==> src/rtl/mtx_pkg.sv <==
package mtx_pkg;
  localparam int unsigned DATA_W       = 16;
  localparam int unsigned SYNC_BITS    = 3;
  localparam int unsigned PARITY_BITS  = 1;
  localparam int unsigned FRAME_BITS   = SYNC_BITS + DATA_W + PARITY_BITS;
  localparam int unsigned FRAME_HALVES = 2 * FRAME_BITS;

  typedef enum logic {
    SYNC_DATA = 1'b0,
    SYNC_CMD  = 1'b1
  } sync_kind_e;

  typedef enum logic {
    BUS_A = 1'b0,
    BUS_B = 1'b1
  } bus_id_e;

  function automatic logic odd_parity(input logic [DATA_W-1:0] w);
    return ~(^w);
  endfunction
endpackage

==> src/rtl/mtx_half_timer.sv <==
module mtx_half_timer #(
  parameter int unsigned HALF_CLKS = 6
) (
  input  logic clk_i,
  input  logic rst_ni,
  input  logic start_i,
  input  logic run_i,
  output logic half_end_o
);
  localparam int unsigned CW = (HALF_CLKS > 1) ? $clog2(HALF_CLKS) : 1;
  localparam logic [CW-1:0] LAST = CW'(HALF_CLKS - 1);

  logic [CW-1:0] cnt_q;

  always_ff @(posedge clk_i or negedge rst_ni) begin
    if (!rst_ni)                  cnt_q <= '0;
    else if (start_i)             cnt_q <= '0;
    else if (run_i) begin
      if (cnt_q == LAST)          cnt_q <= '0;
      else                        cnt_q <= cnt_q + 1'b1;
    end
  end

  assign half_end_o = run_i && (cnt_q == LAST);

  AST_DIV_RANGE: assert property (@(posedge clk_i) disable iff (!rst_ni)
    cnt_q <= LAST);
  AST_DIV_IDLE_ZERO: assert property (@(posedge clk_i) disable iff (!rst_ni)
    start_i |=> cnt_q == '0);
endmodule

==> src/rtl/mtx_pattern_shifter.sv <==
module mtx_pattern_shifter
  import mtx_pkg::*;
#(
  parameter int unsigned DW        = DATA_W,
  parameter int unsigned SYNC_HALF = 2 * SYNC_BITS
) (
  input  logic          clk_i,
  input  logic          rst_ni,
  input  logic          load_i,
  input  logic [DW-1:0] data_i,
  input  sync_kind_e    sync_i,
  input  logic          shift_i,
  output logic          level_o
);
  localparam int unsigned NH     = SYNC_HALF + 2 * DW + 2;
  localparam int unsigned SYNC_HI = SYNC_HALF / 2;

  logic [NH-1:0] pat_d;
  logic [NH-1:0] pat_q;
  logic          par;

  assign par = ~(^data_i);

  // frame image, first half-cell at the MSB
  for (genvar s = 0; s < SYNC_HALF; s++) begin : g_sync
    if (s < SYNC_HI) begin : g_first
      assign pat_d[NH-1-s] = (sync_i == SYNC_CMD);
    end else begin : g_second
      assign pat_d[NH-1-s] = (sync_i != SYNC_CMD);
    end
  end

  for (genvar b = 0; b < DW; b++) begin : g_data
    assign pat_d[NH-1-SYNC_HALF-2*b]   =  data_i[DW-1-b];
    assign pat_d[NH-1-SYNC_HALF-2*b-1] = ~data_i[DW-1-b];
  end

  assign pat_d[1] =  par;
  assign pat_d[0] = ~par;

  always_ff @(posedge clk_i or negedge rst_ni) begin
    if (!rst_ni)      pat_q <= '0;
    else if (load_i)  pat_q <= pat_d;
    else if (shift_i) pat_q <= {pat_q[NH-2:0], 1'b0};
  end

  assign level_o = pat_q[NH-1];

  AST_PAR_ODD: assert property (@(posedge clk_i) disable iff (!rst_ni)
    load_i |=> $countones({$past(data_i), pat_q[1]}) % 2 == 1);
  AST_SYNC_HEAD: assert property (@(posedge clk_i) disable iff (!rst_ni)
    load_i |=> level_o == ($past(sync_i) == SYNC_CMD));
endmodule

==> src/rtl/mtx_bus_steer.sv <==
module mtx_bus_steer
  import mtx_pkg::*;
(
  input  logic    clk_i,
  input  logic    rst_ni,
  input  logic    active_i,
  input  bus_id_e bus_i,
  input  logic    level_i,
  output logic    a_p_o,
  output logic    a_n_o,
  output logic    b_p_o,
  output logic    b_n_o
);
  logic en_a, en_b;

  assign en_a  = active_i && (bus_i == BUS_A);
  assign en_b  = active_i && (bus_i == BUS_B);
  assign a_p_o = en_a &  level_i;
  assign a_n_o = en_a & ~level_i;
  assign b_p_o = en_b &  level_i;
  assign b_n_o = en_b & ~level_i;

  AST_IDLE_QUIET: assert property (@(posedge clk_i) disable iff (!rst_ni)
    !active_i |-> !(a_p_o | a_n_o | b_p_o | b_n_o));
  AST_DIFF_PAIR: assert property (@(posedge clk_i) disable iff (!rst_ni)
    active_i |-> (a_p_o ^ a_n_o) ^ (b_p_o ^ b_n_o));
  AST_SINGLE_BUS: assert property (@(posedge clk_i) disable iff (!rst_ni)
    !((a_p_o | a_n_o) && (b_p_o | b_n_o)));
endmodule

==> src/rtl/mtx_word_tx.sv <==
module mtx_word_tx
  import mtx_pkg::*;
#(
  parameter int unsigned HALF_CLKS = 6,
  parameter int unsigned DW        = DATA_W
) (
  input  logic          clk_i,
  input  logic          rst_ni,
  input  logic          load_i,
  input  logic [DW-1:0] data_i,
  input  logic          cmd_sync_i,
  input  logic          bus_sel_i,
  output logic          busy_o,
  output logic          bus_a_p_o,
  output logic          bus_a_n_o,
  output logic          bus_b_p_o,
  output logic          bus_b_n_o
);
  localparam int unsigned SYNC_HALF = 2 * SYNC_BITS;
  localparam int unsigned NH        = SYNC_HALF + 2 * DW + 2;
  localparam int unsigned HW        = $clog2(NH);
  localparam logic [HW-1:0] LAST_H  = HW'(NH - 1);

  logic          busy_q;
  logic          accept;
  logic          half_end;
  logic          frame_end;
  logic [HW-1:0] half_q;
  bus_id_e       bus_q;
  logic          level;

  assign accept    = load_i && !busy_q;
  assign frame_end = half_end && (half_q == LAST_H);

  always_ff @(posedge clk_i or negedge rst_ni) begin
    if (!rst_ni) begin
      busy_q <= 1'b0;
      half_q <= '0;
      bus_q  <= BUS_A;
    end else if (accept) begin
      busy_q <= 1'b1;
      half_q <= '0;
      bus_q  <= bus_id_e'(bus_sel_i);
    end else if (frame_end) begin
      busy_q <= 1'b0;
      half_q <= '0;
    end else if (half_end) begin
      half_q <= half_q + 1'b1;
    end
  end

  mtx_half_timer #(.HALF_CLKS(HALF_CLKS)) u_timer (
    .clk_i      (clk_i),
    .rst_ni     (rst_ni),
    .start_i    (accept),
    .run_i      (busy_q),
    .half_end_o (half_end)
  );

  mtx_pattern_shifter #(.DW(DW), .SYNC_HALF(SYNC_HALF)) u_shift (
    .clk_i   (clk_i),
    .rst_ni  (rst_ni),
    .load_i  (accept),
    .data_i  (data_i),
    .sync_i  (sync_kind_e'(cmd_sync_i)),
    .shift_i (half_end),
    .level_o (level)
  );

  mtx_bus_steer u_steer (
    .clk_i    (clk_i),
    .rst_ni   (rst_ni),
    .active_i (busy_q),
    .bus_i    (bus_q),
    .level_i  (level),
    .a_p_o    (bus_a_p_o),
    .a_n_o    (bus_a_n_o),
    .b_p_o    (bus_b_p_o),
    .b_n_o    (bus_b_n_o)
  );

  assign busy_o = busy_q;

  AST_LOAD_IGNORED: assert property (@(posedge clk_i) disable iff (!rst_ni)
    (busy_q && load_i && !frame_end) |=> busy_q && $stable(bus_q));
  AST_BUS_HELD: assert property (@(posedge clk_i) disable iff (!rst_ni)
    (busy_q && $past(busy_q)) |-> $stable(bus_q));
  AST_START_ON_LOAD: assert property (@(posedge clk_i) disable iff (!rst_ni)
    accept |=> busy_q && half_q == '0);
endmodule

==> config.mk <==
export PLATFORM = sky130hd
export DESIGN_NAME = mtx_word_tx
export DESIGN_NICKNAME = d
export VERILOG_FILES = /design/src/rtl/mtx_pkg.sv /design/src/rtl/mtx_half_timer.sv /design/src/rtl/mtx_pattern_shifter.sv /design/src/rtl/mtx_bus_steer.sv /design/src/rtl/mtx_word_tx.sv
export SDC_FILE = /design/constraint.sdc
export NUM_CORES = 1
export LEC_CHECK = 0
export CORE_MARGIN = 5
export CORE_UTILIZATION = 60
export CTS_BUF_LIST = sky130_fd_sc_hd__clkbuf_4
export DETAILED_ROUTE_END_ITERATION = 6
export PLACE_DENSITY = 0.93
export SYNTH_ARGS = -nofsm -noshare
export SYNTH_HDL_FRONTEND = slang
export SYNTH_SLANG_ARGS = --single-unit
export TNS_END_PERCENT = 10
==> constraint.sdc <==
create_clock -name clk_i -period 3.5 [get_ports clk_i]
set_input_delay 0.525 -clock clk_i [delete_from_list [all_inputs] [get_ports clk_i]]
set_output_delay 0.525 -clock clk_i [all_outputs]
set_load 0.05 [all_outputs]
==> impl_metrics.env, run 1 <==
export IMPL_synth_most_common_cell="nand2_1"
export IMPL_die_y_microns=73.23
export IMPL_dp_hpwl_mm=2.995
export IMPL_place_gp_congestion=0.8189
export IMPL_core_area_sq_um=3943
export IMPL_fp_row_count=23
export IMPL_antenna_found_initial=0
export IMPL_worstReg2RegStart="busy_o"
export IMPL_io_buffers=25
export IMPL_cts_tree="built"
export IMPL_yosysTopAreaCell="dfrtp_1"
export IMPL_setup_violations_final=0
export IMPL_p_clk_share_pct=16.9
export IMPL_htree_levels=2
export IMPL_r2r_end="u_shift.pat_q[1]"
export IMPL_synth_seq_cells=51
export IMPL_cts_root_buf="clkbuf_4"
export IMPL_setup_ws_ns=0.9825
export IMPL_antenna_cells=0
export IMPL_pre_cts_ws_ns=1.287
export IMPL_grt_max_degree=52
export IMPL_post_route_min_period_ns=2.517
export IMPL_first_pass_iters=4
export IMPL_setup_tns_ns=0
export IMPL_fmax_mhz=397.2
export IMPL_report_final_slew_viol_count=0
export IMPL_seqPwrFrac_pct=52.4
export IMPL_hold_buffers=0
export IMPL_worstSetupPathType="flop to primary output"
export IMPL_maxCapViolCount=0
export IMPL_ys_async_sr_fraction_pct=100.0
export IMPL_p_sw_uw=659.5
export IMPL_cp_max_fo=13
export IMPL_grt_pass1_wl_mm=7.479
export IMPL_endpoint_kind="primary output"
export IMPL_dieArea_sq_um=5362
export IMPL_die_w_microns=73.23
export IMPL_yosys_top_cells_count="60 x nand2_1, 51 x dfrtp_1, 43 x o21ai_0"
export IMPL_comb_power_share_pct=30.7
export IMPL_avgSynthCellArea_sq_um=9.711
export IMPL_rsz0062_at_grt="false"
export IMPL_powerDensity_nw_per_um2=703.0
export IMPL_yosys_warnings=0
export IMPL_path_cells="nor3b_1 -> clkdlybuf4s50_1"
export IMPL_drive_gt1_share_pct=5.576
export IMPL_synth_edff_count=0
export IMPL_cts_resized=0
export IMPL_p_int_uw=1265
export IMPL_switching_share_pct=34.27
export IMPL_status="complete, no violations"
export IMPL_peakVddDrop_uv=361.6
export IMPL_finalHoldViolations=0
export IMPL_clock_latency_ns=0.37
export IMPL_grt_overflow_total=0
export IMPL_required_ns=2.97
export IMPL_ys_top_cells_by_area="dfrtp_1 53%, nand2_1 9.4%, o21ai_0 9.0%"
export IMPL_clock_skew_final_ns=0.009905
export IMPL_syn_num_nets=269
export IMPL_initial_utilization_pct=60.84
export IMPL_clkSlewWorstSetupHoldPaths_ns=0.13
export IMPL_ys_types=29
export IMPL_yosysSeqAreaShare_pct=53.21
export IMPL_track_usage_pct=18.44
export IMPL_ant_nets=0
export IMPL_cp_arrival_ns=1.99
export IMPL_slew_limit_headroom_pct=27.62
export IMPL_routed_via_density=5.687
export IMPL_n_fill_cell=306
export IMPL_vias=1814
export IMPL_drtIter0Drc=155
export IMPL_hp_class="input pin to asynchronous set/reset pin"
export IMPL_nNetsFinal=290
export IMPL_cts_setup_buffers=0
export IMPL_wl_per_cell_microns=13.80
export IMPL_p_leak_uw=0.001200
export IMPL_worst_slew_pin_slew_ns=1.086
export IMPL_slowest_delay_ns=0.83
export IMPL_ys_flop_type="dfrtp_1"
export IMPL_regToRegSetupSlack_ns=1.27
export IMPL_syn_inst=247
export IMPL_cts_num_sinks=51
export IMPL_pin_count=26
export IMPL_synth_area_sq_um=2399
export IMPL_synthToLayoutAreaGrowth_pct=14.14
export IMPL_drc_errors=0
export IMPL_netlist_area_leader_share_pct=53.21
export IMPL_cp_start_kind="flop"
export IMPL_clockBufferDepth=2
export IMPL_worst_path_max_delay_cell="clkdlybuf4s50_1"
export IMPL_cts_buffers=5
export IMPL_drt_wl_total_mm=4.403
export IMPL_grt_pass1_vias=1689
export IMPL_r2r_cells=6
export IMPL_fin_crit_sh_pct=71.93
## flip-flops by register name, summed over array words and instances (netlist names)
name and cells:
half_q 6, bus_q 1, busy_o 1, u_timer.cnt_q 3, u_shift.pat_q 40
## worst max path at each step
stage	startpoint	endpoint	slack, ns	depth (start not counted)
after floorplan	busy_o	bus_a_n_o	0.89	2
after global placement	load_i	u_shift.pat_q[31]	1.35	5
after detailed placement	busy_o	u_shift.pat_q[1]	1.29	6
after CTS	busy_o	bus_a_n_o	0.96	2
after global routing	busy_o	bus_a_n_o	0.83	2
final	busy_o	bus_a_n_o	0.98	2
## cell families (layout without fill, tap and decap cells)
kind of cell | Yosys count | after routing | share of synthesized area (%)
AND/OR/NAND/NOR | 85 | 85 | 16.02
flip-flops | 51 | 51 | 53.21
XOR/XNOR | 17 | 17 | 6.208
adder cells (fa/ha/maj) | 1 | 1 | 0.5216
AO/OA/AOI/OAI | 64 | 64 | 14.81
multiplexers | 15 | 15 | 6.312
buffers and inverters | 14 | 36 | 2.921
## layout make-up
type | instances | area, sq um | area share [%]
Clock buffer | 5 | 37.54 | 1.371
Clock inverter | 3 | 38.79 | 1.417
Multi-Input combinational cell | 182 | 1055 | 38.53
Sequential cell | 51 | 1276 | 46.62
Tap cell | 50 | 62.56 | 2.285
Timing Repair Buffer | 28 | 267.8 | 9.781
## cell usage in the layout, fill, tap and decap left out, types with 2 or more instances in the layout
cell type and instances:
nand2_1 60, dfrtp_1 51, o21ai_0 43, clkdlybuf4s50_1 24
xnor2_1 15, mux2i_1 14, a31oi_1 9, nor2_1 6
clkbuf_4 5, nand3_1 4, o21ai_1 4, and3_1 3
and2_1 3, a221o_1 3, buf_4 3, nor3b_1 2
nand4b_1 2, a21oi_1 2, o31ai_1 2, xor2_1 2
## routing by layer
| layer | GRT usage (%) | routed length, microns | up-vias |
|---|---|---|---|
| met5 | 0 | 0 | - |
| met4 | 7.377 | 67 | 0 |
| met3 | 5.923 | 293 | 7 |
| met2 | 28.80 | 2104 | 52 |
| met1 | 23.76 | 1938 | 865 |
| li1 | - | - | 890 |
## power groups by stage
stage / Clock [uW] / Sequential, uW / Combinational [uW]
3_5_place_dp: 0 / 1010 / 598
3_3_place_gp: 0 / 1000 / 570
6_report: 326 / 1010 / 591
4_1_cts: 333 / 1000 / 600
2_1_floorplan: 0 / 969 / 464
5_1_grt: 357 / 1040 / 671
## through the flow
| step | area, sq um | hold WS, ns | util (%) | total power (uW) | std cells |
|---|---|---|---|---|---|
| floorplan | 2399 | 0.2294 | - | 1433 | 247 |
| global placement | 2661 | 0.4627 | 67.50 | 1573 | 311 |
| detailed placement | 2661 | 0.4719 | 67.50 | 1608 | 311 |
| CTS | 2738 | 0.3608 | 69.44 | 1936 | 319 |
| global route | 2738 | 0.4091 | 69.44 | 2069 | 319 |
| finish | 2738 | 0.3358 | 69.44 | 1924 | 319 |
## critical path: cells and delay by family, from the launching register on
family                 cells  cell delay (ns)
buffers and inverters      1             0.83
flip-flops                 1             0.57
AND/OR/NAND/NOR            1             0.22
No activity file was read; power rests on OpenSTA's default activity.
==> run 2: changes to the inputs <==
- CORE_UTILIZATION: 60 -> 52
- PLACE_DENSITY: 0.93 -> 0.86
- clock period: 3.5 -> 2.3 ns (I/O delays scaled with it)
==> impl_metrics.env, run 2 (synthesis gave the netlist of run 1 again) <==
export IMPL_status="complete, no violations"
export IMPL_path_cells="clkdlybuf4s50_1"
export IMPL_pre_cts_ws_ns=0.3872
export IMPL_cts_root_buf="clkbuf_4"
export IMPL_finalHoldViolations=0
export IMPL_comb_power_share_pct=31.5
export IMPL_drt_wl_total_mm=4.540
export IMPL_setup_violations_final=0
export IMPL_cts_num_sinks=51
export IMPL_post_route_min_period_ns=2.167
export IMPL_cp_max_fo=13
export IMPL_n_fill_cell=361
export IMPL_core_area_sq_um=4414
export IMPL_cts_buffers=5
export IMPL_setup_ws_ns=0.1327
export IMPL_dp_hpwl_mm=3.161
export IMPL_synthToLayoutAreaGrowth_pct=15.86
export IMPL_pin_count=26
export IMPL_die_w_microns=77.92
export IMPL_worstSetupPathType="flop to primary output"
export IMPL_seqPwrFrac_pct=54.2
export IMPL_track_usage_pct=16.25
export IMPL_multi_input_area_sq_um=1060
export IMPL_top_regs="u_shift.pat_q (40), half_q (6), u_timer.cnt_q (3)"
export IMPL_clkSlewWorstSetupHoldPaths_ns=0.13
export IMPL_antenna_cells=0
export IMPL_powerDensity_nw_per_um2=1020
export IMPL_p_int_uw=1842
export IMPL_wl_per_cell_microns=13.97
export IMPL_slowest_delay_ns=0.88
export IMPL_dieArea_sq_um=6071
export IMPL_io_buffers=25
export IMPL_cts_tree="built"
export IMPL_cp_start_kind="flop"
export IMPL_hp_class="input pin to asynchronous set/reset pin"
export IMPL_antenna_found_initial=0
export IMPL_clock_latency_ns=0.37
export IMPL_fmax_mhz=461.4
export IMPL_drive_gt1_share_pct=7.326
export IMPL_initial_utilization_pct=54.34
export IMPL_p_clk_share_pct=14.3
export IMPL_slew_limit_headroom_pct=61.82
export IMPL_maxCapViolCount=0
export IMPL_die_y_microns=77.92
export IMPL_grt_pass1_vias=1869
export IMPL_fin_crit_sh_pct=94.23
export IMPL_path_buf_inv=1
export IMPL_clockBufferDepth=2
export IMPL_nNetsFinal=294
export IMPL_worst_path_max_delay_cell="clkdlybuf4s50_1"
export IMPL_ant_nets=0
export IMPL_regMostFlops="u_shift.pat_q"
export IMPL_grt_max_degree=45
export IMPL_layout_common_cells="60 x nand2_1, 51 x dfrtp_1, 43 x o21ai_0, 20 x clkdlybuf4s50_1, 15 x xnor2_1"
export IMPL_setup_tns_ns=0
export IMPL_p_leak_uw=0.001234
export IMPL_report_final_slew_viol_count=0
export IMPL_htree_levels=2
export IMPL_cts_setup_buffers=0
export IMPL_largest_reg_flops=40
export IMPL_required_ns=1.96
export IMPL_vias=1823
export IMPL_endpoint_kind="primary output"
export IMPL_routed_via_density=5.609
export IMPL_final_common_cell="nand2_1"
export IMPL_grt_pass1_wl_mm=8.114
export IMPL_regArea_sq_um=1276
export IMPL_peakVddDrop_uv=532.9
export IMPL_switching_share_pct=35.01
export IMPL_path_delay_family="buffers and inverters"
export IMPL_fp_row_count=24
export IMPL_clock_skew_final_ns=0.004864
export IMPL_p_sw_uw=992.6
export IMPL_cp_arrival_ns=1.82
export IMPL_place_gp_congestion=0.7703
export IMPL_grt_overflow_total=0
export IMPL_worst_slew_pin_slew_ns=0.5727
export IMPL_drc_errors=0
export IMPL_first_pass_iters=4
export IMPL_rsz0062_at_grt="false"
export IMPL_drtIter0Drc=129
==> run 2: changes by cell type in the layout (fill, tap and decap cells not counted), sizes merged <==
cell,before,now
clkdlybuf4s50,24,20
dlygate4sd3,0,1
clkinv,2,1
clkbuf,5,7
dlygate4sd2,0,4
bufinv,1,0
buf,4,7
==> run 2: layout make-up <==
cell class	count	share of cell area (%)
clock buffers	7	1.891
clock inverters	1	0.1801
well taps	52	2.341
flip-flops and latches	51	45.93
repair buffers	32	11.53
multi-input cells	182	38.14
==> run 2: power groups by stage <==
stage                     clock network (uW)  logic (uW)  registers (uW)
final                                    404         894            1540
after global placement                     0         875            1530
after global routing                     458        1030            1590
after CTS                                423         910            1530
after floorplan                            0         708            1480
after detailed placement                   0         923            1540
==> run 2: metal layers <==
layer | GRT usage [%] | wire length [microns] | vias up
met4 | 5.574 | 80 | 0
met2 | 27.05 | 2152 | 36
met5 | 0 | 0 | -
met1 | 20.57 | 2106 | 878
met3 | 4.167 | 200 | 11
li1 | - | - | 898
==> run 2: worst paths after layout <==
kind / depth (start not counted) / endpoint / startpoint / slack [ns]
worst min-delay path: 2 / u_timer.cnt_q[1] / rst_ni / 0.49
max in group asynchronous: 3 / u_shift.pat_q[32] / rst_ni / 1.27
min in group clk_i: 1 / half_q[5] / half_q[5] / 0.50
worst min register to register: 1 / half_q[5] / half_q[5] / 0.50
worst max-delay path: 1 / busy_o / busy_o / 0.13
worst max register to register: 6 / u_shift.pat_q[1] / busy_o / 0.50
==> run 2: what timing repair did <==
| action | 4_1_cts | 5_1_grt |
|---|---|---|
| endpoints found under the setup margin | 4 | 0 |
| hold buffers | 1 | 0 |
| endpoints found under the hold margin | 23 | 0 |
| gates resized for setup | 4 | 0 |
==> run 2: metrics by stage <==
stage	cell area (sq um)	utilization [%]	total power [uW]	std cells	hold WS (ns)
2_1_floorplan	2404	-	2184	247	0.04941
3_3_place_gp	2716	61.54	2401	316	0.3665
3_5_place_dp	2716	61.54	2468	316	0.3773
4_1_cts	2779	62.95	2863	325	0.4984
5_1_grt	2779	62.95	3071	325	0.5152
6_report	2779	62.95	2835	325	0.4901
==> run 3: changes to the inputs <==
- CORE_UTILIZATION: 52 -> 53
- PLACE_DENSITY: 0.86 -> 0.87
- SYNTH_HIERARCHICAL: not set -> 1
==> impl_metrics.env, run 3 <==
export IMPL_status="complete, no violations"
export IMPL_fmax_mhz=470.0
export IMPL_synth_seq_cells=51
export IMPL_cts_num_sinks=51
export IMPL_place_gp_congestion=0.7770
export IMPL_drtIter0Drc=136
export IMPL_netlist_area_leader_share_pct=50.32
export IMPL_cts_root_buf="clkbuf_4"
export IMPL_fp_row_count=25
export IMPL_ys_top_cells_by_area="dfrtp_1 50%, mux2_2 7.5%, mux2i_1 6.7%"
export IMPL_drc_errors=0
export IMPL_yosysTopAreaCell="dfrtp_1"
export IMPL_ys_async_sr_fraction_pct=100.0
export IMPL_syn_inst=222
export IMPL_yosysSeqAreaShare_pct=50.32
export IMPL_track_usage_pct=14.41
export IMPL_maxCapViolCount=0
export IMPL_pin_count=26
export IMPL_top_regs="u_shift/pat_q (40), half_q (6), u_timer/cnt_q (3)"
export IMPL_finalHoldViolations=0
export IMPL_synth_fa_ha_area_share_pct=0.4933
export IMPL_wl_per_cell_microns=14.08
export IMPL_setup_tns_ns=0
export IMPL_fin_crit_sh_pct=92.50
export IMPL_ant_nets=0
export IMPL_n_fill_cell=385
export IMPL_die_w_microns=79.18
export IMPL_grt_pass1_vias=1527
export IMPL_drt_wl_total_mm=4.237
export IMPL_synth_compound_area_share_pct=13.81
export IMPL_clock_skew_final_ns=0.003754
export IMPL_cp_max_fo=11
export IMPL_synthToLayoutAreaGrowth_pct=14.90
export IMPL_regMostFlops="u_shift/pat_q"
export IMPL_path_delay_family="buffers and inverters"
export IMPL_worst_slew_pin_slew_ns=0.6358
export IMPL_dieArea_sq_um=6269
export IMPL_core_area_sq_um=4692
export IMPL_cts_buffers=5
export IMPL_post_route_min_period_ns=2.127
export IMPL_drive_gt1_share_pct=17.41
export IMPL_synth_area_mux_share_pct=14.26
export IMPL_clkSlewWorstSetupHoldPaths_ns=0.13
export IMPL_ys_flop_type="dfrtp_1"
export IMPL_worst_path_max_delay_cell="clkdlybuf4s50_1"
export IMPL_path_cells="clkdlybuf4s50_1"
export IMPL_synth_most_common_cell="dfrtp_1"
export IMPL_grt_overflow_total=0
export IMPL_path_buf_inv=1
export IMPL_peakVddDrop_uv=509.5
export IMPL_clock_latency_ns=0.36
export IMPL_fin_area_sq_um=2914
export IMPL_setup_violations_final=0
export IMPL_hold_buffers=0
export IMPL_hp_class="input pin to asynchronous set/reset pin"
export IMPL_synth_area_sq_um=2536
export IMPL_endpoint_kind="primary output"
export IMPL_io_buffers=25
export IMPL_largest_reg_flops=40
export IMPL_yosys_warnings=6
export IMPL_synthXorXnorAreaFrac_pct=6.907
export IMPL_placed_area_sq_um=2851
export IMPL_synth_top_family_by_area="multiplexers"
export IMPL_grt_max_degree=54
export IMPL_avgSynthCellArea_sq_um=11.42
export IMPL_ys_types=34
export IMPL_report_final_slew_viol_count=0
export IMPL_nNetsFinal=268
export IMPL_worstSetupPathType="flop to primary output"
export IMPL_clockBufferDepth=2
export IMPL_antenna_cells=0
export IMPL_vias=1673
export IMPL_cp_arrival_ns=1.78
export IMPL_antenna_found_initial=0
export IMPL_yosys_top_cells_count="51 x dfrtp_1, 18 x nand2_1, 17 x mux2_2, 17 x mux2i_1"
export IMPL_initial_utilization_pct=54.05
export IMPL_syn_num_nets=244
export IMPL_die_y_microns=79.18
export IMPL_first_pass_iters=4
export IMPL_cts_tree="built"
export IMPL_required_ns=1.96
export IMPL_layout_common_cells="51 x dfrtp_1, 20 x clkdlybuf4s50_1, 18 x nand2_1, 17 x mux2_2, 17 x mux2i_1"
export IMPL_synth_edff_count=0
export IMPL_slew_limit_headroom_pct=57.61
export IMPL_routed_via_density=5.558
export IMPL_powerDensity_nw_per_um2=1063
export IMPL_dp_hpwl_mm=2.867
export IMPL_cts_setup_buffers=0
export IMPL_final_common_cell="dfrtp_1"
export IMPL_slowest_delay_ns=0.87
export IMPL_htree_levels=2
export IMPL_grt_pass1_wl_mm=7.203
export IMPL_cp_start_kind="flop"
export IMPL_rsz0062_at_grt="false"
export IMPL_p_leak_uw=0.001179
export IMPL_synth_simple_gate_area_share_pct=11.54
## run 3: worst paths after layout
path | startpoint | to | slack, ns | cells past startpoint
min in group clk_i | u_shift/pat_q[36] | u_shift/pat_q[37] | 0.55 | 2
worst max-delay path | busy_o | busy_o | 0.17 | 1
worst min-delay path | rst_ni | u_shift/pat_q[13] | 0.07 | 2
worst max register to register | busy_o | half_q[5] | 0.47 | 5
worst min register to register | u_shift/pat_q[36] | u_shift/pat_q[37] | 0.55 | 2
max in group asynchronous | rst_ni | u_shift/pat_q[32] | 1.81 | 2
## run 3: cells by family (layout without fill, tap and decap cells)
| kind of cell | after synthesis | count (layout) |
|---|---|---|
| AOI/OAI and AO/OA | 51 | 51 |
| xor gates and xnor gates | 20 | 20 |
| adders and majority gates | 1 | 1 |
| buffers and inverters | 14 | 39 |
| DFF | 51 | 51 |
| muxes | 34 | 34 |
| and+or+nand+nor | 51 | 51 |
## run 3: final cells by class
cell class | count | area [sq um] | area share, %
clock buffer | 7 | 52.55 | 1.803
multi-input combinational | 157 | 1197 | 41.09
sequential | 51 | 1276 | 43.80
tap | 54 | 67.56 | 2.319
clock inverter | 1 | 5.005 | 0.1717
timing repair buffer | 31 | 315.3 | 10.82
## run 3: power by group
group          total (uW)  switching, uW  internal, uW
logic                1120            486           631
registers            1570            270          1300
clock network         406            263           143
total                3100           1020          2080
## run 3: through the flow
step           setup slack (ns)  instances  power (uW)  utilization, %  hold slack [ns]
4_1_cts                 0.04691        301        3125           62.00          0.07597
3_3_place_gp             0.5023        293        2650           60.77           0.4878
3_5_place_dp             0.4548        293        2717           60.77           0.4915
5_1_grt                  0.1033        301        3330           62.11           0.1081
2_1_floorplan            0.1541        222        2421               -          0.04941
6_report                 0.1725        301        3098           62.11          0.06536
## run 3: repair_timing
action                                  4_1_cts  5_1_grt
hold endpoints to repair                      0        0
resized for setup                             0        2
endpoints found under the setup margin        0        2
## run 3: layer usage
metal	up-vias	routed length, microns	GRT usage, %
met2	26	1928	22.47
met3	3	193	4.082
met5	-	0	0
met4	0	31	3.093
met1	810	2084	20.10
li1	834	-	-
